### src/rtl/pdv_pkg.sv
package pdv_pkg;
  // Length of the window tied to density index n: unit * (n + 1) bits.
  function automatic int unsigned pdv_win_len(input int unsigned n, input int unsigned unit);
    return unit * (n + 1);
  endfunction
endpackage

### src/rtl/pdv_history.sv
module pdv_history #(
  parameter int unsigned HIST = 192,
  parameter int unsigned ZRUN = 16,
  localparam int unsigned CW  = $clog2(HIST + 1),
  localparam int unsigned ZW  = $clog2(ZRUN + 1)
) (
  input  logic            clk,
  input  logic            rst_n,
  input  logic            take,
  input  logic            bit_in,
  output logic [HIST-1:0] hist_q,
  output logic [CW-1:0]   fill_q,
  output logic            zrun_hit
);
  logic [ZW-1:0] zcnt_q;

  // Newest bit lives at index 0.
  always_ff @(posedge clk) begin
    if (!rst_n) begin
      hist_q <= '0;
    end else if (take) begin
      hist_q <= {hist_q[HIST-2:0], bit_in};
    end
  end

  // Bits received since reset, held at HIST once full.
  always_ff @(posedge clk) begin
    if (!rst_n) begin
      fill_q <= '0;
    end else if (take && (fill_q != CW'(HIST))) begin
      fill_q <= fill_q + CW'(1);
    end
  end

  // Current zero-run length, held at ZRUN.
  always_ff @(posedge clk) begin
    if (!rst_n) begin
      zcnt_q <= '0;
    end else if (take) begin
      if (bit_in) begin
        zcnt_q <= '0;
      end else if (zcnt_q != ZW'(ZRUN)) begin
        zcnt_q <= zcnt_q + ZW'(1);
      end
    end
  end

  // The bit being accepted completes a run of ZRUN zeros or more.
  assign zrun_hit = take && !bit_in && (zcnt_q >= ZW'(ZRUN - 1));
endmodule

### src/rtl/pdv_window_bank.sv
module pdv_window_bank
  import pdv_pkg::*;
#(
  parameter int unsigned UNIT = 8,
  parameter int unsigned NMAX = 23,
  parameter int unsigned HIST = 192,
  localparam int unsigned CW  = $clog2(HIST + 1)
) (
  input  logic            clk,
  input  logic            rst_n,
  input  logic            take,
  input  logic            bit_in,
  input  logic [HIST-1:0] hist_q,
  input  logic [CW-1:0]   fill_q,
  output logic            short_any
);
  logic [NMAX-1:0] short_w;

  for (genvar n = 1; n <= NMAX; n++) begin : g_win
    localparam int unsigned LEN = pdv_win_len(n, UNIT);
    logic [CW-1:0] ones_q;
    logic [CW-1:0] ones_nxt;

    // Running count: add the bit entering, drop the bit leaving this window.
    assign ones_nxt = ones_q + CW'(bit_in) - CW'(hist_q[LEN-1]);

    always_ff @(posedge clk) begin
      if (!rst_n) begin
        ones_q <= '0;
      end else if (take) begin
        ones_q <= ones_nxt;
      end
    end

    // Rule applies once this bit brings the received total to LEN.
    assign short_w[n-1] = take && (fill_q >= CW'(LEN - 1)) && (ones_nxt < CW'(n));
  end

  assign short_any = |short_w;
endmodule

### src/rtl/pdv_event.sv
module pdv_event (
  input  logic clk,
  input  logic rst_n,
  input  logic take,
  input  logic cond_now,
  output logic level_q,
  output logic pulse_q,
  output logic status_q
);
  logic fire;

  assign fire = take && cond_now && !level_q;

  always_ff @(posedge clk) begin
    if (!rst_n) begin
      level_q  <= 1'b0;
      pulse_q  <= 1'b0;
      status_q <= 1'b0;
    end else begin
      pulse_q <= fire;
      if (take) begin
        level_q <= cond_now;
      end
      if (fire) begin
        status_q <= ~status_q;
      end
    end
  end
endmodule

### src/rtl/pdv_monitor.sv
module pdv_monitor
  import pdv_pkg::*;
#(
  parameter int unsigned UNIT = 8,
  parameter int unsigned NMAX = 23,
  parameter int unsigned ZRUN = 16,
  localparam int unsigned HIST = pdv_win_len(NMAX, UNIT),
  localparam int unsigned CW   = $clog2(HIST + 1)
) (
  input  logic clk,
  input  logic rst_n,
  input  logic in_valid,
  output logic in_ready,
  input  logic in_bit,
  output logic pdv_status,
  output logic pdv_pulse
);
  logic            take;
  logic [HIST-1:0] hist_w;
  logic [CW-1:0]   fill_w;
  logic            zrun_w;
  logic            short_w;
  logic            level_w;

  assign in_ready = 1'b1;
  assign take     = in_valid && in_ready;

  pdv_history #(.HIST(HIST), .ZRUN(ZRUN)) u_hist (
    .clk      (clk),
    .rst_n    (rst_n),
    .take     (take),
    .bit_in   (in_bit),
    .hist_q   (hist_w),
    .fill_q   (fill_w),
    .zrun_hit (zrun_w)
  );

  pdv_window_bank #(.UNIT(UNIT), .NMAX(NMAX), .HIST(HIST)) u_bank (
    .clk       (clk),
    .rst_n     (rst_n),
    .take      (take),
    .bit_in    (in_bit),
    .hist_q    (hist_w),
    .fill_q    (fill_w),
    .short_any (short_w)
  );

  pdv_event u_evt (
    .clk      (clk),
    .rst_n    (rst_n),
    .take     (take),
    .cond_now (zrun_w || short_w),
    .level_q  (level_w),
    .pulse_q  (pdv_pulse),
    .status_q (pdv_status)
  );
endmodule

### config.mk
export PLATFORM = sky130hd
export DESIGN_NAME = pdv_monitor
export DESIGN_NICKNAME = d
export VERILOG_FILES = /design/src/rtl/pdv_pkg.sv /design/src/rtl/pdv_history.sv /design/src/rtl/pdv_window_bank.sv /design/src/rtl/pdv_event.sv /design/src/rtl/pdv_monitor.sv
export SDC_FILE = /design/constraint.sdc
export NUM_CORES = 1
export LEC_CHECK = 0
export ABC_CLOCK_PERIOD_IN_PS = 3850
export BUFFER_PORTS_ARGS = -buffer_cell sky130_fd_sc_hd__buf_2
export CAP_MARGIN = 40
export CORE_UTILIZATION = 45
export CTS_BUF_LIST = sky130_fd_sc_hd__clkbuf_8
export DETAILED_ROUTE_END_ITERATION = 6
export GPL_TIMING_DRIVEN = 0
export PLACE_DENSITY = 0.7
export REMOVE_ABC_BUFFERS = 1
export SLEW_MARGIN = 40
export SYNTH_ARGS = -nofsm -noshare
export SYNTH_HDL_FRONTEND = slang
export SYNTH_SLANG_ARGS = --single-unit
### constraint.sdc
create_clock -name clk -period 3.85 [get_ports clk]
set_clock_uncertainty 0.2 [all_clocks]
set_input_delay 0.9625 -clock clk [delete_from_list [all_inputs] [get_ports clk]]
set_output_delay 0.9625 -clock clk [all_outputs]
set_load 0.01 [all_outputs]
==> results.py <==
metrics = {
    "timing": {
        "tightestPinTransition_ps": 669,
        "finalSetupTns_ps": 0,
        "fmax_mhz": 268,
        "min_period_over_period_pct": 96.9,
        "min_period_ps": 3730,
        "hold_viol": 0,
        "maxSlewHeadroom_pct": 55.0,
        "maxSlewViolCount": 0,
        "setup_viol": 0,
    },
    "setup_path": {
        "crit_buf_inv": 2,
        "crit_chain": "buf_8, ha_1, inv_1, fa_1, nand2b_4, a2111o_1, o211ai_1, a2111oi_1, a32oi_2, o211ai_1, or3_4, nor4_4, a21oi_1",
        "cp_slowest_cell": "or3_4",
        "cp_common_cell": "o211ai_1",
        "crit_path_max_incr_delay_ps": 420,
        "worstSetupPathType": "input pin to flop",
        "path_max_fanout": 29,
        "worstPathRequired_ps": 4150,
        "critPathTopFamily": "compound AO/OA/AOI/OAI gates",
        "crit_arrival_ps": 4030,
        "start_kind": "input pin",
        "end_kind": "flop",
    },
    "placed_design": {
        "io_buffers": 5,
        "dp_hpwl_um": 30900,
        "place_congestion": 0.829,
        "placed_cells": 3181,
    },
    "logic_synthesis": {
        "syn_area_um2": 23700,
        "synth-seq-cells": 392,
        "netlist_instances": 2589,
        "ys_warn_count": 0,
        "synth_edf_count": 0,
        "synthFlopType": "dfxtp_1",
        "async_flop_share_pct": 0,
        "ys_seq_area_share_pct": 33.1,
        "synth_cell_types": 78,
        "avgSynthCellArea_um2": 9.15,
    },
    "grt": {
        "grt_pass1_vias": 17400,
        "grt_max_degree": 126,
        "grt_use_total_pct": 17.0,
        "grt_pass1_wl_um": 77800,
        "grt.overflow.total": 0,
        "antenna_found_initial": 1,
    },
    "detailed_routing": {
        "drtAntennaViolNets": 0,
        "wl_um": 45300,
        "vias": 17400,
        "first_pass_iters": 5,
        "via_per_inst": 5.26,
        "drc": 0,
        "wl_per_cell_um": 13.7,
        "initialDrtViolationCount": 849,
    },
    "die": {
        "initial_core_util_pct": 45.9,
        "design.die.area_um2": 53600,
        "die_h_um": 231,
        "core_area_um2": 51600,
        "boundaryPins": 7,
        "rows": 83,
        "die_x_um": 231,
    },
    "min_path": {
        "hold_path.class": "flop to flop",
    },
    "clock_tree": {
        "cts_num_sinks": 392,
        "cts_made_buffers": 69,
        "hold_buffers": 0,
        "clk_pin_slew_worst_paths_ps": 60,
        "cts_tree": "yes",
        "insertion_delay_ps": 640,
        "h-tree-depth": 3,
        "clockRootBuffer": "clkbuf_8",
        "clockBufferDepth": 3,
    },
    "power_and_ir_drop": {
        "vdd_ir_drop_max_mv": 0.225,
        "power.leakage_nw": 11.1,
        "power_density_nw_per_um2": 612,
    },
    "final_layout": {
        "final_cell_mix": "391 x dfxtp_1, 340 x nor2b_1, 322 x mux2i_1",
        "final_common_cell": "dfxtp_1",
        "area_growth_pct": 9.82,
        "final_net_count": 2794,
        "layoutNonFillerInstCount": 3313,
        "fill_cells": 4673,
        "layout-drive-gt1-share_pct": 5.97,
    },
    "flow_run": {
        "cap_viol_max_count": 0,
    },
    "run_status": {
        "status": "finished clean",
    },
}
layout make-up:
class	instances	area [um2]	share of cell area (%)
clock buffers	83	1140	4.39
multi-input cells	1832	14600	56.0
flip-flops and latches	392	7850	30.2
diodes	1	2.50	0.00962
repair buffers	21	375	1.44
inverters	262	983	3.78
clock inverters	42	238	0.914
well taps	680	851	3.27
state kept, by name (all words and copies together) (netlist names):
register,flops
u_evt.pulse_q,1
u_evt.status_q,1
u_hist.hist_q,192
u_hist.fill_q,8
u_bank.g_win.ones_q,184
u_hist.zcnt_q,5
u_evt.level_q,1
Yosys cell counts, types with 11 or more instances:
master / number / share of area [%]
nor2b_1: 341 / 9.0
o211a_1: 23 / 0.97
or3_1: 15 / 0.40
a21oi_1: 97 / 2.0
mux2i_1: 322 / 14
nand2_1: 105 / 1.7
nand4_1: 13 / 0.34
xor2_1: 31 / 1.1
nor2_1: 87 / 1.4
o211ai_1: 18 / 0.57
xnor2_1: 109 / 4.0
nor3b_1: 16 / 0.51
nor3_1: 26 / 0.55
fa_1: 23 / 1.9
dfxtp_1: 392 / 33
nand3_1: 22 / 0.46
nand2b_1: 18 / 0.48
o21a_1: 18 / 0.57
and2_1: 34 / 0.90
nor4_1: 14 / 0.37
a211oi_1: 29 / 0.92
clkbuf_1: 79 / 1.3
a21o_1: 33 / 1.0
or4_1: 11 / 0.35
ha_1: 189 / 10
inv_1: 262 / 4.2
buf_1: 22 / 0.35
o21bai_1: 18 / 0.57
o21ai_0: 78 / 1.6
cells by family (layout without fill, tap and decap cells):
logic type / after synthesis / in the layout / synth area share [%]
and+or+nand+nor: 734 / 734 / 17.5
AOI/OAI and AO/OA: 415 / 415 / 12.1
DFF: 392 / 392 / 33.1
buffers and inverters: 365 / 408 / 5.80
muxes: 322 / 322 / 13.6
adders and majority gates: 212 / 212 / 11.9
xor gates and xnor gates: 148 / 148 / 5.94
other: 1 / 2 / 0.0158
routing by layer:
metal / share of wire (%) / up-vias / track usage [%]
met2: 48 / 220 / 30.1
met1: 46 / 8228 / 20.3
met4: 2.5 / 0 / 7.18
li1: - / 8876 / -
met3: 3.0 / 88 / 2.78
met5: 0 / - / 0
power by group:
part | total, mW | internal (mW) | switching [mW]
Combinational | 7.13 | 3.37 | 3.76
Clock | 3.81 | 2.09 | 1.72
Sequential | 4.97 | 4.56 | 0.410
path summary, 6_finish.rpt:
check	cells after the start	to	from	slack [ps]
hold / removal	2	u_bank.g_win[2].ones_q[7]	u_bank.g_win[2].ones_q[7]	290
hold reg to reg	2	u_bank.g_win[2].ones_q[7]	u_bank.g_win[2].ones_q[7]	290
setup / recovery	13	u_evt.level_q	in_bit	120
setup reg to reg	13	u_evt.level_q	u_bank.g_win[17].ones_q[0]	160
worst register-to-register path, cell delays in order (launching register included):
cell and delay (ps):
dfxtp_1 330, inv_1 40, ha_1 260, inv_1 50
ha_1 160, fa_1 240, a211oi_2 110, or4b_2 640
nand4_1 140, a211oi_1 70, a32oi_2 360, or4b_4 530
nor4_4 330, a21oi_1 100
timing repair:
item / 4_1_cts / 5_1_grt
endpoints found under the setup margin: 3 / 3
setup buffers: 0 / 6
pin swaps: 1 / 14
resized for setup: 9 / 19
stage by stage:
step	setup WS (ps)	total power, mW	hold WS, ps	instance area (um2)	utilization, %
floorplan	58.5	10.7	266	23300	-
global placement	-11970	11.8	282	24200	46.8
detailed placement	-1070	12.0	288	24500	47.4
CTS	2.52	15.9	297	25900	50.2
global route	-42.7	17.2	314	26000	50.4
finish	119	15.9	292	26000	50.4
Note: power is estimated with default switching activity, not from simulation.
